## config.mk

```make
export PLATFORM = sky130hd
export DESIGN_NAME = vec_irq_ctrl
export DESIGN_NICKNAME = d
export VERILOG_FILES = /design/src/rtl/vic_pkg.sv /design/src/rtl/vic_bank.sv /design/src/rtl/vic_prio.sv /design/src/rtl/vec_irq_ctrl.sv
export SDC_FILE = /design/constraint.sdc
export NUM_CORES = 1
export LEC_CHECK = 0
export BUFFER_PORTS_ARGS = -buffer_cell sky130_fd_sc_hd__buf_2
export CAP_MARGIN = 20
export CORE_MARGIN = 2
export CORE_UTILIZATION = 60
export CTS_CLUSTER_SIZE = 20
export DETAILED_ROUTE_END_ITERATION = 7
export HOLD_SLACK_MARGIN = 0.1
export PLACE_DENSITY = 0.85
export SETUP_SLACK_MARGIN = 0.15
export SLEW_MARGIN = 20
export SYNTH_ARGS = -nofsm -noshare
export SYNTH_HDL_FRONTEND = slang
export SYNTH_SLANG_ARGS = --single-unit
```

## constraint.sdc

```tcl
create_clock -name clk -period 4 [get_ports clk]
set_input_delay 0 -clock clk [delete_from_list [all_inputs] [get_ports clk]]
set_output_delay 0 -clock clk [all_outputs]
set_load 0.02 [all_outputs]
```

## src/rtl/vic_pkg.sv

```systemverilog
package vic_pkg;
  localparam int ADDR_W   = 4;
  localparam int SEOI_BIT = 3;

  localparam logic [ADDR_W-1:0] RA_EN_A   = 4'd0;
  localparam logic [ADDR_W-1:0] RA_EN_B   = 4'd1;
  localparam logic [ADDR_W-1:0] RA_PEND_A = 4'd2;
  localparam logic [ADDR_W-1:0] RA_PEND_B = 4'd3;
  localparam logic [ADDR_W-1:0] RA_SVC_A  = 4'd4;
  localparam logic [ADDR_W-1:0] RA_SVC_B  = 4'd5;
  localparam logic [ADDR_W-1:0] RA_MASK_A = 4'd6;
  localparam logic [ADDR_W-1:0] RA_MASK_B = 4'd7;
  localparam logic [ADDR_W-1:0] RA_VEC    = 4'd8;
endpackage

```

## src/rtl/vic_bank.sv

```systemverilog
module vic_bank #(
  parameter int W = 8
) (
  input  logic         clk,
  input  logic         rst_n,
  input  logic         wr_en,
  input  logic         wr_pend,
  input  logic         wr_svc,
  input  logic         wr_mask,
  input  logic [W-1:0] wdata,
  input  logic [W-1:0] strobe,
  input  logic [W-1:0] ack_hit,
  input  logic         svc_set,
  output logic [W-1:0] en_q,
  output logic [W-1:0] pend_q,
  output logic [W-1:0] svc_q,
  output logic [W-1:0] mask_q
);
  logic [W-1:0] en_d, pend_keep, pend_d, svc_keep, svc_d;

  always_comb begin
    en_d      = wr_en ? wdata : en_q;
    pend_keep = pend_q & ~ack_hit;
    if (wr_pend) pend_keep = pend_keep & wdata;
    pend_d    = (pend_keep | (strobe & en_q)) & en_d;
    svc_keep  = wr_svc ? (svc_q & wdata) : svc_q;
    svc_d     = svc_keep | (svc_set ? ack_hit : '0);
  end

  always_ff @(posedge clk) begin
    if (!rst_n) begin
      en_q   <= '0;
      pend_q <= '0;
      svc_q  <= '0;
      mask_q <= '0;
    end else begin
      en_q   <= en_d;
      pend_q <= pend_d;
      svc_q  <= svc_d;
      if (wr_mask) mask_q <= wdata;
    end
  end


  pend_needs_en_chk: assert property (@(posedge clk) disable iff (!rst_n)
    (pend_q & ~en_q) == '0);


  svc_rise_src_chk: assert property (@(posedge clk) disable iff (!rst_n)
    !svc_set |=> (svc_q & ~$past(svc_q)) == '0);
endmodule

```

## src/rtl/vic_prio.sv

```systemverilog
module vic_prio #(
  parameter int N    = 16,
  parameter int ID_W = $clog2(N)
) (
  input  logic            clk,
  input  logic            rst_n,
  input  logic [N-1:0]    pend,
  input  logic [N-1:0]    mask,
  input  logic [N-1:0]    svc,
  output logic            req,
  output logic [ID_W-1:0] win_id
);
  logic [N-1:0] elig;
  logic         blk;

  always_comb begin
    blk = 1'b0;
    for (int i = N - 1; i >= 0; i--) begin
      if (svc[i]) blk = 1'b1;
      elig[i] = pend[i] & mask[i] & ~blk;
    end
    win_id = '0;
    for (int i = 0; i < N; i++) begin
      if (elig[i]) win_id = ID_W'(i);
    end
    req = |elig;
  end


  winner_live_chk: assert property (@(posedge clk) disable iff (!rst_n)
    req |-> (pend[win_id] && mask[win_id]));


  winner_above_svc_chk: assert property (@(posedge clk) disable iff (!rst_n)
    req |-> ((svc >> win_id) == '0));
endmodule

```

## src/rtl/vec_irq_ctrl.sv

```systemverilog
module vec_irq_ctrl
  import vic_pkg::*;
#(
  parameter int BANK_W = 8
) (
  input  logic                clk,
  input  logic                rst_n,
  input  logic [ADDR_W-1:0]   reg_sel,
  input  logic                reg_wr,
  input  logic [BANK_W-1:0]   reg_wdata,
  output logic [BANK_W-1:0]   reg_rdata,
  input  logic [2*BANK_W-1:0] src_strobe,
  output logic                irq,
  input  logic                ack_valid,
  output logic                ack_ready,
  output logic [BANK_W-1:0]   ack_vector
);
  localparam int N    = 2 * BANK_W;
  localparam int ID_W = $clog2(N);

  logic [N-1:0]      en_all, pend_all, svc_all, mask_all, ack_hit_all;
  logic [BANK_W-1:0] vr_q;
  logic              req, ack_fire, seoi;
  logic [ID_W-1:0]   win_id;

  assign seoi        = vr_q[SEOI_BIT];
  assign ack_fire    = ack_valid && req;
  assign ack_hit_all = ack_fire ? (N'(1) << win_id) : '0;

  // bank 1 = A (upper sources), bank 0 = B (lower sources)
  for (genvar b = 0; b < 2; b++) begin : g_bank
    localparam logic [ADDR_W-1:0] A_EN   = (b == 1) ? RA_EN_A   : RA_EN_B;
    localparam logic [ADDR_W-1:0] A_PEND = (b == 1) ? RA_PEND_A : RA_PEND_B;
    localparam logic [ADDR_W-1:0] A_SVC  = (b == 1) ? RA_SVC_A  : RA_SVC_B;
    localparam logic [ADDR_W-1:0] A_MASK = (b == 1) ? RA_MASK_A : RA_MASK_B;
    vic_bank #(.W(BANK_W)) i_bank (
      .clk     (clk),
      .rst_n   (rst_n),
      .wr_en   (reg_wr && reg_sel == A_EN),
      .wr_pend (reg_wr && reg_sel == A_PEND),
      .wr_svc  (reg_wr && reg_sel == A_SVC),
      .wr_mask (reg_wr && reg_sel == A_MASK),
      .wdata   (reg_wdata),
      .strobe  (src_strobe[b*BANK_W +: BANK_W]),
      .ack_hit (ack_hit_all[b*BANK_W +: BANK_W]),
      .svc_set (seoi),
      .en_q    (en_all[b*BANK_W +: BANK_W]),
      .pend_q  (pend_all[b*BANK_W +: BANK_W]),
      .svc_q   (svc_all[b*BANK_W +: BANK_W]),
      .mask_q  (mask_all[b*BANK_W +: BANK_W])
    );
  end

  vic_prio #(.N(N), .ID_W(ID_W)) i_prio (
    .clk    (clk),
    .rst_n  (rst_n),
    .pend   (pend_all),
    .mask   (mask_all),
    .svc    (svc_all),
    .req    (req),
    .win_id (win_id)
  );

  always_ff @(posedge clk) begin
    if (!rst_n)                        vr_q <= '0;
    else if (reg_wr && reg_sel == RA_VEC) vr_q <= reg_wdata;
  end

  always_comb begin
    case (reg_sel)
      RA_EN_A:   reg_rdata = en_all[N-1:BANK_W];
      RA_EN_B:   reg_rdata = en_all[BANK_W-1:0];
      RA_PEND_A: reg_rdata = pend_all[N-1:BANK_W];
      RA_PEND_B: reg_rdata = pend_all[BANK_W-1:0];
      RA_SVC_A:  reg_rdata = svc_all[N-1:BANK_W];
      RA_SVC_B:  reg_rdata = svc_all[BANK_W-1:0];
      RA_MASK_A: reg_rdata = mask_all[N-1:BANK_W];
      RA_MASK_B: reg_rdata = mask_all[BANK_W-1:0];
      RA_VEC:    reg_rdata = vr_q;
      default:   reg_rdata = '0;
    endcase
  end

  assign irq        = req;
  assign ack_ready  = req;
  assign ack_vector = {vr_q[BANK_W-1:ID_W], win_id};


  ack_retires_chk: assert property (@(posedge clk) disable iff (!rst_n)
    ack_fire |=> ((pend_all & $past(ack_hit_all) & ~$past(src_strobe)) == '0));


  seoi_marks_chk: assert property (@(posedge clk) disable iff (!rst_n)
    (ack_fire && seoi) |=> ((svc_all & $past(ack_hit_all)) != '0));


  aeoi_no_mark_chk: assert property (@(posedge clk) disable iff (!rst_n)
    (ack_fire && !seoi) |=> ((svc_all & ~$past(svc_all)) == '0));


  no_live_no_irq_chk: assert property (@(posedge clk) disable iff (!rst_n)
    ((pend_all & mask_all) == '0) |-> !irq);
endmodule

```

Yosys cells after proc, flatten, opt, wreduce, memory -nomap -nowiden
Index checks and enable logic that the tools add are counted.
- register bits: 72
- input port bits: 32
- logic and storage cells: 135
- eq/ne operators: 8
- shift operators: 1
- muxes and demuxes: 41
- bitwise gates (word level): 64
- reductions and logical operators: 12
- operators with widths (kind ; number):
    8-bit bitwise AND ; 10
    8-bit one-hot mux with 9 select lines ; 1
    8-bit two-way mux ; 8
    1-bit bitwise AND ; 32
    4-bit two-way mux ; 8
    8-bit OR ; 4
    1-bit two-way mux ; 17
    4-bit by 3-bit equality test with 1-bit output (second input constant) ; 4
    16-bit two-way mux ; 1
    1-bit inverter ; 16
    8-bit inverter ; 2
    16-bit OR reduction ; 1
    1-bit by 4-bit << shifter with 16-bit output (first input constant) ; 1
    3-bit two-way mux ; 4
    1-bit logical AND ; 10
    4-bit by 2-bit equality test with 1-bit output (second input constant) ; 2
    4-bit by 1-bit equality test with 1-bit output (second input constant) ; 1
    4-bit equality test (second input constant) ; 1
    4-bit zero test ; 1
    2-bit two-way mux ; 2

Depth between registers and ports, before layout
Gate-level depths: netlist of run 1.
- depth in word-level cells: 40
- depth in mapped cells: 8
- gate-level depth less buffers: 7

Modules after synthesis
From an unflattened synthesis of run 1, not the netlist that was laid out.
- cell total of the unflattened synthesis: 477
- area, all modules: 4339.2 um^2
- by module, submodules not included (module ; times used ; cells each ; area an instance (um^2) ; seq. area each (um^2)):
    vic_bank ; 2 ; 126 ; 1326.3 ; 640.6
    vec_irq_ctrl ; 1 ; 161 ; 1305.0 ; 160.2
    vic_prio ; 1 ; 64 ; 381.6 ; 0.0

Least setup slack after synthesis of run 1
Ideal clock, no wire load.
- path type: register to register
- start: reg g_bank[1].i_bank.svc_q[4]
- end: reg g_bank[0].i_bank.pend_q[7]
- setup time: 122 ps
- data arrival time: 2045 ps
- data required time: 3878 ps
- path slack: 1833 ps
- cell stages (with the launch flop): 7
- buffers on the path: 0
- period minus slack after synthesis: 2167 ps
- cells stage by stage: dfxtp_1 > or4_4 > nor2_2 > a2bb2oi_1 > o31ai_4 > nand3_1 > o311a_1
- RTL lines (what ; RTL line ; source):
    from (decl) ; vic_bank.sv:16 ; output logic [W-1:0] svc_q,
    from (signal assigned) ; vic_bank.sv:39 ; svc_q <= svc_d;
    1-bit two-way mux (*) ; vic_prio.sv:19 ; if (svc[i]) blk = 1'b1;
    1-bit two-way mux (10 in series) ; vic_prio.sv:19 ;
    1-bit inverter ; vic_prio.sv:20 ; elig[i] = pend[i] & mask[i] & ~blk;
    1-bit bitwise AND ; vic_prio.sv:20 ;
    2-bit two-way mux (2 in series) ; vic_prio.sv:24 ; if (elig[i]) win_id = ID_W'(i);
    3-bit two-way mux (4 in series) ; vic_prio.sv:24 ;
    4-bit two-way mux (4 in series) ; vic_prio.sv:24 ;
    4-bit two-way mux (*) (4 in series) ; vic_prio.sv:24 ;
    via ack_vector[1] ; vec_irq_ctrl.sv:16 ; output logic [BANK_W-1:0] ack_vector
    1-bit by 4-bit << shifter with 16-bit output (*) ; vec_irq_ctrl.sv:28 ; assign ack_hit_all = ack_fire ? (N'(1) << win_id) : '0;
    16-bit two-way mux (*) ; vec_irq_ctrl.sv:28 ;
    8-bit inverter (*) ; vic_bank.sv:23 ; pend_keep = pend_q & ~ack_hit;
    8-bit bitwise AND (*) ; vic_bank.sv:23 ;
    8-bit bitwise AND ; vic_bank.sv:24 ; if (wr_pend) pend_keep = pend_keep & wdata;
    8-bit two-way mux (*) ; vic_bank.sv:24 ;
    8-bit OR (*) ; vic_bank.sv:25 ; pend_d = (pend_keep | (strobe & en_q)) & en_d;
    8-bit bitwise AND (*) ; vic_bank.sv:25 ;
    to (signal assigned) ; vic_bank.sv:38 ; pend_q <= pend_d;
    to (decl) ; vic_bank.sv:15 ; output logic [W-1:0] pend_q,
The timed path passes the listed nets; every way through them passes the cells marked *.
A chain may end at the register's enable or synchronous reset.

Worst setup path in the final report of run 1
- start: reg g_bank[1].i_bank.svc_q[0]
- end: reg g_bank[0].i_bank.pend_q[7]
- longest elaborated chain between the ends: 33
- RTL lines (what ; RTL line):
    1-bit two-way mux (*) ; vic_prio.sv:19
    1-bit two-way mux (7 in series) ; vic_prio.sv:19
    1-bit inverter ; vic_prio.sv:20
    1-bit bitwise AND ; vic_prio.sv:20
    1-bit two-way mux ; vic_prio.sv:24
    2-bit two-way mux (2 in series) ; vic_prio.sv:24
    3-bit two-way mux (4 in series) ; vic_prio.sv:24
    4-bit two-way mux (8 in series) ; vic_prio.sv:24
    1-bit by 4-bit << shifter with 16-bit output ; vec_irq_ctrl.sv:28
    16-bit two-way mux (*) ; vec_irq_ctrl.sv:28
    8-bit inverter (*) ; vic_bank.sv:23
    8-bit bitwise AND (*) ; vic_bank.sv:23
    8-bit bitwise AND ; vic_bank.sv:24
    8-bit two-way mux (*) ; vic_bank.sv:24
    8-bit OR (*) ; vic_bank.sv:25
    8-bit bitwise AND (*) ; vic_bank.sv:25
Mark *: on every way between the ends. The rest lies on a longest branch, timed or not.

==> results of run 1 <==
## worst register-to-register path: cells and delay by family, from the launching register on
kind | cells | cell delay, ns
compound gates | 4 | 1.17
simple gates | 2 | 0.84
flops | 1 | 0.40
## cell usage in the layout (no fill, tap or decap), types with 6 or more instances in the layout
cell / Yosys / final
o211ai_1: 16 / 16
a21boi_0: 16 / 16
o21ai_0: 29 / 29
nand3_1: 23 / 23
nor3_1: 8 / 8
buf_2: 0 / 49
o221ai_1: 7 / 7
a22oi_1: 9 / 9
nor2_1: 11 / 10
a21oi_1: 17 / 17
mux2i_1: 37 / 37
dfxtp_1: 72 / 72
nor2b_1: 32 / 32
nand2b_1: 6 / 6
a221oi_1: 7 / 7
dlygate4sd3_1: 0 / 25
and2_1: 7 / 7
a21boi_1: 7 / 7
nand2_1: 67 / 67
clkbuf_8: 0 / 9
nand3b_1: 6 / 6
## path summary, 6_finish.rpt
kind                                                 from                          to  cells after the start
worst max-delay path            g_bank[1].i_bank.svc_q[0]  g_bank[0].i_bank.pend_q[7]                      6
worst min-delay path                               reg_wr  g_bank[0].i_bank.mask_q[3]                      3
worst max register to register  g_bank[1].i_bank.svc_q[0]  g_bank[0].i_bank.pend_q[7]                      6
worst min register to register   g_bank[0].i_bank.en_q[2]  g_bank[0].i_bank.pend_q[2]                      2
## state kept, by name, summed over array words and instances (netlist names)
name,count
g_bank.i_bank.en_q,16
g_bank.i_bank.mask_q,16
g_bank.i_bank.pend_q,16
g_bank.i_bank.svc_q,16
vr_q,8
## logic make-up (layout without fill, tap and decap cells)
kind of cell	count (synthesis)	count (layout)	share of synthesized area, %
AOI/OAI and AO/OA	151	151	26.5
buffers and inverters	37	92	3.75
DFF	72	72	34.2
muxes	39	39	9.33
and+or+nand+nor	197	197	26.2
## area by class of cell
type	instances	area, um^2
Clock buffer	9	124
Clock inverter	6	85.1
Fill cell	521	1900
Inverter	3	11.3
Multi-Input combinational cell	387	2610
Sequential cell	72	1440
Tap cell	96	120
Timing Repair Buffer	74	495
## power by group
part           switching, mW  internal [mW]  total (mW)  leakage (nW)
clock network          0.281          0.345       0.627         0.101
logic                 0.0737         0.0483       0.122          1.13
registers            0.00504          0.721       0.726         0.580
total                  0.360           1.11        1.47          1.81
## stage by stage
step                      setup WS (ns)  hold slack (ns)  instances
final                              1.48            0.160        647
after detailed placement           1.50            0.252        607
after floorplan                    1.83            0.142        496
after global placement             1.51            0.248        607
after CTS                          1.52            0.123        647
after global routing               1.36            0.152        647
## what timing repair did
action / in CTS / in global routing
hold buffers: 25 / 0
hold endpoints to repair: 68 / 0
setup endpoints to repair: 0 / 0
resized for setup: 0 / 0
## layer usage
metal,share of wire [%],up-vias,routed length [um]
li1,-,1926,-
met4,3.5,0,488
met5,0,-,0
met2,44,326,6150
met1,40,2034,5600
met3,12,49,1680
==> key figures, run 1 <==
STA
  – Pins Over Slew Limit: 0
  – Final Cycle Share: 62.9%
  – Relative slew slack: 35.6%
  – Clock period minus worst slack: 2.52 ns
  – Unrepaired setup endpoints after global routing: false
  – # setup viols final: 0
  – Slew of the pin with the lowest slew margin: 0.963 ns
  – Max Clock Skew: 0.0121 ns
  – Fmax: 398 MHz
  – Sum Neg Setup Slack: 0 ns
  – Final Hold Vio Count: 0

Floorplan
  – Core Area: 0.00679 mm^2
  – Die Span Y: 87.8 um
  – Die Wd: 87.8 um
  – Initial Util: 62.0%
  – Ports: 50
  – Row cnt: 30
  – Die area: 0.00770 mm^2

Global routing
  – Met1 usage: 53.8%
  – GR Util met2: 55.9%
  – Vias in the first global route: 4,011
  – First-pass GRT wire length: 22.1 mm
  – Pin count of the biggest net entering global routing: 58
  – Gr busiest metal: met2
  – Total grt overflow: 0
  – M3 GR Usage: 9.05%
  – Initial antenna violation count: 0
  – Total GRT Usage: 37.9%

Synth
  – Top-count cell post-synth: dfxtp_1
  – Cell Area, Synth: 0.00421 mm^2
  – Register area share after synthesis: 34.2%
  – Synth top cells by count: 72 x dfxtp_1, 67 x nand2_1, 37 x mux2i_1, 32 x nor2b_1, 29 x o21ai_0
  – Leading area contributor after synthesis: dfxtp_1
  – FF+latch count, synth: 72
  – Synth Instances: 496
  – Ys flop type: dfxtp_1
  – Mapped Avg Cell Area: 8.49 um^2
  – Post-synth EDFFs: 0
  – Yosys warns: 0
  – Fraction of registers with async set/reset: 0%
  – Synthesized Nets: 528
  – Top-area cell type share of the netlist area: 34.2%
  – Post-synth cell types: 68
  – Top cells by area, synth: dfxtp_1 34%, mux2i_1 8.8%, nand2_1 6.0%

Drt
  – Routed wire length: 13.9 mm
  – Average wire per standard cell: 21.5 um
  – DRC: 0
  – DR vias: 4,335
  – Antenna-violating nets left: 0
  – Initial drt markers: 637
  – Vias per inst: 6.70
  – Drt first pass iters: 5

Clocking
  – Reg clk slew, reported paths: 0.08 ns
  – Num CTS Buffers: 9
  – Clk buf depth: 2
  – TritonCTS clock tree: built
  – H-tree Lvls: 3
  – Setup bufs post-CTS: 0
  – Root Driver: clkbuf_8
  – Clock Latency Late Sink: 0.35 ns
  – Clk sinks: 72

Power
  – Final Total Pwr: 1.47 mW
  – Lkg Pwr: 1.81 nW
  – Power per cell area: 302 mW/mm^2
  – Max IR drop VDD: 0.289 mV

Setup path
  – Arrival @ worst endpoint: 2.75 ns
  – CP startpoint kind: register
  – Critical path buffers and inverters: 0
  – CP delay by family, top: compound AO/OA/AOI/OAI gates
  – Critical path required time: 4.24 ns
  – CP max stage delay: 0.60 ns
  – Crit-path cells: or4bb_1, o41ai_1, a2bb2oi_1, o31ai_4, nand3_1, o311a_1
  – R2R setup slack: 1.48 ns
  – Setup Crit Path Kind: reg -> reg
  – Worst Path Max Fanout: 8
  – Crit-path slowest cell: or4bb_1
  – Crit. End Element: register

Final layout
  – Synthesis-to-finish area growth: 16.2%
  – # diodes: 0
  – Design area: 0.00489 mm^2
  – Final Core Density: 72.0%
  – Nets@finish: 579
  – Share of post-route cells with drive strength above 1: 17.2%

Placement
  – Placed Area: 0.00443 mm^2
  – Port-buffer cells: 49
  – Dpl hpwl: 9.64 mm
  – GPL Wtd Cong: 0.998

Flow run
  – Max-Cap Viols: 0

Hold path
  – Path type of the worst min-delay path: in -> reg

Status
  – Result of the run: complete, no violations
Power figures use the tool's default switching activity.
==> run 2: changes to the inputs <==
--- a/config.mk
+++ b/config.mk
@@ -5,14 +5,15 @@
 export SDC_FILE = /design/constraint.sdc
 export NUM_CORES = 1
 export LEC_CHECK = 0
+export ABC_AREA = 1
 export BUFFER_PORTS_ARGS = -buffer_cell sky130_fd_sc_hd__buf_2
 export CAP_MARGIN = 20
 export CORE_MARGIN = 2
-export CORE_UTILIZATION = 60
+export CORE_UTILIZATION = 52
 export CTS_CLUSTER_SIZE = 20
 export DETAILED_ROUTE_END_ITERATION = 7
 export HOLD_SLACK_MARGIN = 0.1
-export PLACE_DENSITY = 0.85
+export PLACE_DENSITY = 0.79
 export SETUP_SLACK_MARGIN = 0.15
 export SLEW_MARGIN = 20
 export SYNTH_ARGS = -nofsm -noshare
==> constraint.sdc (replaced) <==
create_clock -name clk -period 2.1 [get_ports clk]
set_input_delay 0 -clock clk [delete_from_list [all_inputs] [get_ports clk]]
set_output_delay 0 -clock clk [all_outputs]
set_load 0.02 [all_outputs]
==> run 2 against run 1 <==
The flow now finishes with violations (setup timing). Design area increased by 9.7%. Non-clock buffer count increased by 63. Cell count increased by 21%. Flip-flop and latch count unchanged. Critical path depth increased by 17. Via count increased by 7.6%. Critical endpoint is now g_bank[1].i_bank.svc_q[4]. Largest cell class unchanged.
==> key figures, run 2 <==
STA
  – Max Clock Skew: 0.00719 ns (-0.00491 ns)
  – Final Worst Setup Slack: -0.521 ns (-2.01 ns)
  – Sum Neg Setup Slack: -14.97 ns (-14.97 ns)
  – WHS: 0.127 ns (-0.0328 ns)
  – Relative slew slack: 63.0% (+27 points)
  – Slew of the pin with the lowest slew margin: 0.556 ns (-0.407 ns)
  – # setup viols final: 37 (+37)
  – Unrepaired setup endpoints after global routing: true
  – Clock period minus worst slack: 2.62 ns (+0.106 ns)
  – Fmax: 382 MHz (-4.0%)
  – Final Cycle Share: 125% (+62 points)
  – Pins Over Slew Limit: 0 (unchanged)
  – Final Hold Vio Count: 0 (unchanged)

Power
  – Sw Pwr: 0.696 mW (+93%)
  – Clk pwr share: 45.1% (+2.6 points)
  – Lkg Pwr: 2.16 nW (+19%)
  – Max IR drop VDD: 0.399 mV (+38%)
  – Int Pwr: 2.23 mW (+100%)
  – Sequential share of power: 47.5% (-1.7 points)
  – Switching Share: 23.8% (-0.58 points)
  – Combinational share of power: 7.4% (-0.9 points)
  – Power per cell area: 544 mW/mm^2 (+81%)

Global routing
  – Initial antenna violation count: 0 (unchanged)
  – Total grt overflow: 0 (unchanged)
  – Pin count of the biggest net entering global routing: 31 (-47%)
  – Total GRT Usage: 35.3% (-2.6 points)
  – Vias in the first global route: 4,406 (+9.8%)
  – First-pass GRT wire length: 22.6 mm (+2.4%)

Synth
  – Synth Instances: 555 (+12%)
  – Fraction of registers with async set/reset: 0% (unchanged)
  – Register area share after synthesis: 37.2% (+2.9 points)
  – Synth top cells by count: 95 x nand2_1, 82 x inv_1, 72 x dfxtp_1, 57 x a21oi_1, 53 x o21ai_0
  – Cell Area, Synth: 0.00388 mm^2 (-7.9%)
  – Ys flop type: dfxtp_1
  – Synthesized Nets: 587 (+11%)
  – Leading area contributor after synthesis: dfxtp_1
  – Top-area cell type share of the netlist area: 37.2% (+2.9 points)
  – Top cells by area, synth: dfxtp_1 37%, nand2_1 9.2%, inv_1 7.9%
  – Post-synth EDFFs: 0 (unchanged)
  – Yosys warns: 0 (unchanged)
  – Top-count cell post-synth: nand2_1
  – FF+latch count, synth: 72 (unchanged)
  – Post-synth cell types: 36 (-47%)
  – Mapped Avg Cell Area: 6.98 um^2 (-18%)

Floorplan
  – Ports: 50 (unchanged)
  – Initial Util: 53.4% (-8.5 points)
  – Die Span Y: 90.3 um (+2.9%)
  – Die area: 0.00816 mm^2 (+6.0%)
  – Die Wd: 90.3 um (+2.9%)
  – Row cnt: 31 (+3.3%)
  – Core Area: 0.00725 mm^2 (+6.8%)

Final layout
  – # diodes: 0 (unchanged)
  – Number of fill cells: 580 (+11%)
  – Synthesis-to-finish area growth: 38.4%
  – Nets@finish: 710 (+23%)
  – Share of post-route cells with drive strength above 1: 26.6% (+9.4 points)
  – Most frequent cells in the layout: 93 x nand2_1, 80 x inv_1, 68 x dfxtp_1, 55 x a21oi_1, 52 x o21ai_0
  – Commonest non-fill, non-tap cell in the layout: nand2_1

Setup path
  – CP startpoint kind: register
  – Worst Path Max Fanout: 5 (-3)
  – Crit. End Element: register
  – Critical path required time: 2.37 ns (-1.87 ns)
  – Arrival @ worst endpoint: 2.89 ns (+0.14 ns)
  – Setup Crit Path Kind: reg -> reg

Drt
  – DRC: 0 (unchanged)
  – DR vias: 4,664 (+7.6%)
  – Drt first pass iters: 7 (+2)
  – Average wire per standard cell: 18.7 um (-13%)
  – Vias per inst: 5.96 (-11%)
  – Antenna-violating nets left: 0 (unchanged)
  – Routed wire length: 14.6 mm (+4.9%)
  – Initial drt markers: 583 (-8.5%)

Status
  – Result of the run: finished with violations
  – Failing checks: setup timing

Placement
  – Port-buffer cells: 49 (unchanged)
  – Dpl ws: -0.378 ns (-1.88 ns)
  – GPL Wtd Cong: 1.04 (+4.1%)
  – Dpl hpwl: 10.4 mm (+7.8%)

Hold path
  – Path type of the worst min-delay path: in -> reg

Clocking
  – Num CTS Buffers: 9 (unchanged)
  – Reg clk slew, reported paths: 0.08 ns (about the same)
  – Root Driver: clkbuf_8
  – Clk sinks: 72 (unchanged)
  – H-tree Lvls: 3 (unchanged)
  – TritonCTS clock tree: built
  – Clock Latency Late Sink: 0.35 ns (about the same)
  – Clk buf depth: 2 (unchanged)

Flow run
  – Max-Cap Viols: 0 (unchanged)
-- run 2: critical path: stages, from the launching register on --
cell	delay, ns
dfxtp_2	0.34
inv_1	0.11
nand4_4	0.12
nor2_4	0.13
nand4_4	0.10
nor2_4	0.12
inv_2	0.05
nor2_2	0.09
nand4_1	0.12
nand2_1	0.10
nand2_1	0.05
nand2_1	0.05
nand2_1	0.04
nand2_1	0.06
nand2_1	0.06
nand2_1	0.05
nand2_1	0.04
nand2_1	0.06
nand2_2	0.08
nand2_4	0.12
nand4_1	0.25
nor2_1	0.16
nand2_1	0.07
a21oi_1	0.17
-- run 2: cell families after synthesis --
kind of cell / Yosys count / synth area share, %
AND/OR/NAND/NOR: 200 / 25.0
buffers and inverters: 113 / 11.5
flip-flops: 72 / 37.2
AO/OA/AOI/OAI: 170 / 26.2
-- run 2: timing repair --
action                                  4_1_cts  5_1_grt
hold buffers                                 26        0
hold endpoints to repair                     53        0
endpoints found under the setup margin       38       38
buffers inserted                             10        3
pin swaps                                    16       19
resized for setup                            38       19
-- run 2: final cells by class --
type | count | area (um^2) | area share [%]
inverter | 88 | 333 | 6.20
tap | 99 | 124 | 2.31
sequential | 72 | 1450 | 27.0
multi-input combinational | 370 | 2160 | 40.3
timing repair buffer | 137 | 1060 | 19.8
clock inverter | 4 | 75.1 | 1.40
clock buffer | 12 | 165 | 3.08
-- run 2: final timing paths --
| check | depth (start not counted) | slack (ns) | end | start |
|---|---|---|---|---|
| max | 23 | -0.52 | g_bank[1].i_bank.svc_q[4] | g_bank[1].i_bank.svc_q[5] |
| min | 6 | 0.13 | g_bank[1].i_bank.svc_q[7] | ack_valid |
| max reg2reg | 23 | -0.52 | g_bank[1].i_bank.svc_q[4] | g_bank[1].i_bank.svc_q[5] |
| min reg2reg | 2 | 0.46 | g_bank[0].i_bank.pend_q[1] | g_bank[0].i_bank.en_q[1] |
-- run 2: per-layer routing --
metal	vias to the layer above	global-route usage [%]	part of all wire, %
met4	0	19.0	5.3
met3	73	6.84	11
met5	-	1.28	0
met2	332	56.1	46
met1	2136	45.3	38
li1	2123	-	-
-- run 2: power groups by stage --
stage          clock network, mW  logic [mW]  registers, mW
6_report                    1.32       0.216           1.39
5_1_grt                     1.39       0.228           1.39
4_1_cts                     1.31       0.205           1.39
3_5_place_dp                   0       0.168           1.42
3_3_place_gp                   0       0.165           1.42
2_1_floorplan                  0      0.0894           1.42
-- run 2: metrics by stage --
step | instance area, um^2 | utilization (%) | power, mW | instances
4_1_cts | 5260 | 72.6 | 2.90 | 779
2_1_floorplan | 3920 | - | 1.51 | 555
6_report | 5370 | 74.0 | 2.92 | 782
3_3_place_gp | 4550 | 62.7 | 1.58 | 727
5_1_grt | 5370 | 74.0 | 3.01 | 782
3_5_place_dp | 4550 | 62.7 | 1.59 | 727
==> run 3: changes to the inputs <==
--- a/config.mk
+++ b/config.mk
@@ -6,14 +6,14 @@
 export NUM_CORES = 1
 export LEC_CHECK = 0
 export ABC_AREA = 1
-export BUFFER_PORTS_ARGS = -buffer_cell sky130_fd_sc_hd__buf_2
+export BUFFER_PORTS_ARGS = -buffer_cell sky130_fd_sc_hd__clkbuf_2
 export CAP_MARGIN = 20
 export CORE_MARGIN = 2
-export CORE_UTILIZATION = 52
+export CORE_UTILIZATION = 40
 export CTS_CLUSTER_SIZE = 20
 export DETAILED_ROUTE_END_ITERATION = 7
 export HOLD_SLACK_MARGIN = 0.1
-export PLACE_DENSITY = 0.79
+export PLACE_DENSITY = 0.64
 export SETUP_SLACK_MARGIN = 0.15
 export SLEW_MARGIN = 20
 export SYNTH_ARGS = -nofsm -noshare
==> run 3 against run 2 <==
The flow still finishes with violations (setup timing). Combinational power about the same. Core utilization down 16 points. Count of clock-buffer cells in the layout up 1. Non-clock buffer count up 4. Power down 12%. Sequential share of layout area down 0.16 points. Clock power down 26%. Hold slack better by 0.040 ns. Global-route usage down 6.1 points. Critical path type unchanged. Critical endpoint is now g_bank[0].i_bank.pend_q[3].
==> key figures, run 3 (synthesized netlist as in run 2, its figures left out) <==
Global routing
  – Vias in the first global route: 4,302 (-2.4%)
  – Total grt overflow: 0 (unchanged)
  – First-pass GRT wire length: 22.7 mm (+0.36%)
  – Initial antenna violation count: 0 (unchanged)
  – Total GRT Usage: 29.2% (-6.1 points)
  – Pin count of the biggest net entering global routing: 31 (unchanged)

STA
  – Clock period minus worst slack: 2.63 ns (+0.00538 ns)
  – Unrepaired setup endpoints after global routing: true
  – # setup viols final: 38 (+2.7%)
  – Max Clock Skew: 0.0102 ns (+0.00297 ns)
  – Fmax: 381 MHz (-0.20%)
  – Final Hold Vio Count: 0 (unchanged)
  – WHS: 0.167 ns (+0.0397 ns)
  – Slew of the pin with the lowest slew margin: 0.634 ns (+0.0783 ns)
  – Final Cycle Share: 125% (+0.26 points)
  – Relative slew slack: 57.7% (-5.2 points)
  – Pins Over Slew Limit: 0 (unchanged)
  – Final Worst Setup Slack: -0.526 ns (-0.00538 ns)

Power
  – Power per cell area: 478 mW/mm^2 (-12%)
  – Int Pwr: 1.89 mW (-15%)
  – Max IR drop VDD: 0.317 mV (-20%)
  – Final Total Pwr: 2.58 mW (-12%)
  – Switching Share: 26.7% (+2.8 points)
  – Sw Pwr: 0.687 mW (-1.3%)
  – Sequential share of power: 53.9% (+6.4 points)
  – Clk pwr share: 37.7% (-7.4 points)
  – Lkg Pwr: 2.19 nW (+1.6%)
  – Combinational share of power: 8.4% (+1.0 points)

Setup path
  – CP delay by family, top: simple AND/OR/NAND/NOR gates
  – Crit-path cells: nor2_4, nand4_4, buf_4, buf_4, buf_6, nor4_4, nand3_2, nand2_1, nor2_2, nand2_2, inv_1, nand4_4, nand2_4, nor2_4, buf_6, nand4_1, nand2_1, a21oi_1
  – Setup Crit Path Kind: reg -> reg
  – Arrival @ worst endpoint: 2.87 ns (-0.02 ns)
  – CP startpoint kind: register
  – Crit-path slowest cell: dfxtp_2
  – Critical path buffers and inverters: 5 (+3)
  – Worst Path Max Fanout: 5 (unchanged)
  – Critical path required time: 2.34 ns (-0.03 ns)
  – CP max stage delay: 0.34 ns (about the same)
  – Crit. End Element: register

Flow run
  – Max-Cap Viols: 0 (unchanged)

Drt
  – Initial drt markers: 395 (-32%)
  – Average wire per standard cell: 17.9 um (-3.9%)
  – Antenna-violating nets left: 0 (unchanged)
  – DRC: 0 (unchanged)
  – Drt first pass iters: 5 (-2)
  – DR vias: 4,471 (-4.1%)
  – Vias per inst: 5.48 (-8.1%)
  – Routed wire length: 14.6 mm (+0.32%)

Placement
  – Dpl ws: -0.350 ns (+0.0280 ns)
  – Port-buffer cells: 49 (unchanged)
  – Placed Area: 0.00462 mm^2 (+1.7%)
  – GPL Wtd Cong: 1.01 (-3.0%)
  – Dpl hpwl: 10.7 mm (+2.7%)

Floorplan
  – Ports: 50 (unchanged)
  – Row cnt: 35 (+13%)
  – Die Span Y: 102 um (+13%)
  – Initial Util: 41.6% (-12 points)
  – Die area: 0.0105 mm^2 (+29%)
  – Core Area: 0.00933 mm^2 (+29%)
  – Die Wd: 102 um (+13%)

Clocking
  – Root Driver: clkbuf_8
  – TritonCTS clock tree: built
  – Reg clk slew, reported paths: 0.08 ns (about the same)
  – H-tree Lvls: 3 (unchanged)
  – Num CTS Buffers: 9 (unchanged)
  – Clk buf depth: 2 (unchanged)
  – Clock Latency Late Sink: 0.36 ns (about the same)
  – Clk sinks: 72 (unchanged)

Final layout
  – Nets@finish: 714 (+0.56%)
  – # diodes: 0 (unchanged)
  – Design area: 0.00539 mm^2 (+0.42%)
  – Commonest non-fill, non-tap cell in the layout: nand2_1
  – Synthesis-to-finish area growth: 39.0%
  – Most frequent cells in the layout: 92 x nand2_1, 81 x inv_1, 70 x dfxtp_1, 55 x a21oi_1, 53 x buf_4
  – Share of post-route cells with drive strength above 1: 26.2% (-0.45 points)

Hold path
  – Path type of the worst min-delay path: in -> reg

Status
  – Failing checks: setup timing
  – Result of the run: finished with violations
==> run 3: cell types whose count changed in the layout (fill, tap and decap cells not counted), moves of 3 or more <==
cell / delta
buf_6: -6
clkbuf_2: +43
buf_8: +3
buf_2: -43
clkbuf_1: +4
buf_4: +5
==> run 3: per-stage QoR <==
step | util (%) | TNS, ns | std cells
finish | 57.8 | -16.02 | 816
global placement | 49.6 | -8.62 | 762
CTS | 56.6 | -15.37 | 814
global route | 57.8 | -22.52 | 816
floorplan | - | -3.51 | 555
detailed placement | 49.6 | -9.66 | 762
==> run 3: power groups by stage <==
| stage | Clock (mW) | Sequential (mW) | Combinational [mW] |
|---|---|---|---|
| 2_1_floorplan | 0 | 1.42 | 0.0894 |
| 3_3_place_gp | 0 | 1.42 | 0.171 |
| 3_5_place_dp | 0 | 1.42 | 0.174 |
| 4_1_cts | 0.986 | 1.39 | 0.211 |
| 5_1_grt | 1.03 | 1.39 | 0.234 |
| 6_report | 0.971 | 1.39 | 0.217 |
==> run 3: path summary, 6_finish.rpt <==
kind / start / endpoint / cells after the start / slack (ns)
max reg2reg: g_bank[1].i_bank.svc_q[6] / g_bank[0].i_bank.pend_q[3] / 18 / -0.53
min reg2reg: g_bank[0].i_bank.en_q[2] / g_bank[0].i_bank.pend_q[2] / 2 / 0.46
max: g_bank[1].i_bank.svc_q[6] / g_bank[0].i_bank.pend_q[3] / 18 / -0.53
min: reg_sel[2] / vr_q[3] / 5 / 0.17
==> run 3: area by class of cell <==
class                      instances  area (um^2)
multi-input combinational        370         2180
inverter                          88          335
clock inverter                     3         18.8
clock buffer                      13          139
sequential                        72         1440
tap                              129          161
timing repair buffer             141         1110
fill                             886         3940
==> run 3: worst reg2reg max path, cell delays in order, from the launching register on <==
cell     delay, ns
dfxtp_2       0.34
nor2_4        0.13
nand4_4       0.10
buf_4         0.15
buf_4         0.13
buf_6         0.12
nor4_4        0.23
nand3_2       0.16
nand2_1       0.12
nor2_2        0.05
nand2_2       0.06
inv_1         0.07
nand4_4       0.11
nand2_4       0.09
nor2_4        0.25
buf_6         0.14
nand4_1       0.13
nand2_1       0.09
a21oi_1       0.05
==> run 3: metal layers <==
| layer | part of all wire, % | wire length [um] | GRT usage (%) |
|---|---|---|---|
| met3 | 7.8 | 1140 | 4.24 |
| met2 | 47 | 6820 | 46.7 |
| met4 | 4.1 | 601 | 15.4 |
| met1 | 42 | 6080 | 38.2 |
| met5 | 0 | 0 | 0 |
==> run 3: repair_timing <==
| item | CTS | global route |
|---|---|---|
| endpoints found under the hold margin | 42 | 0 |
| endpoints found under the setup margin | 38 | 38 |
| resized for setup | 38 | 22 |
| hold buffers | 25 | 0 |
| buffers inserted | 12 | 2 |
| pin swaps | 20 | 22 |
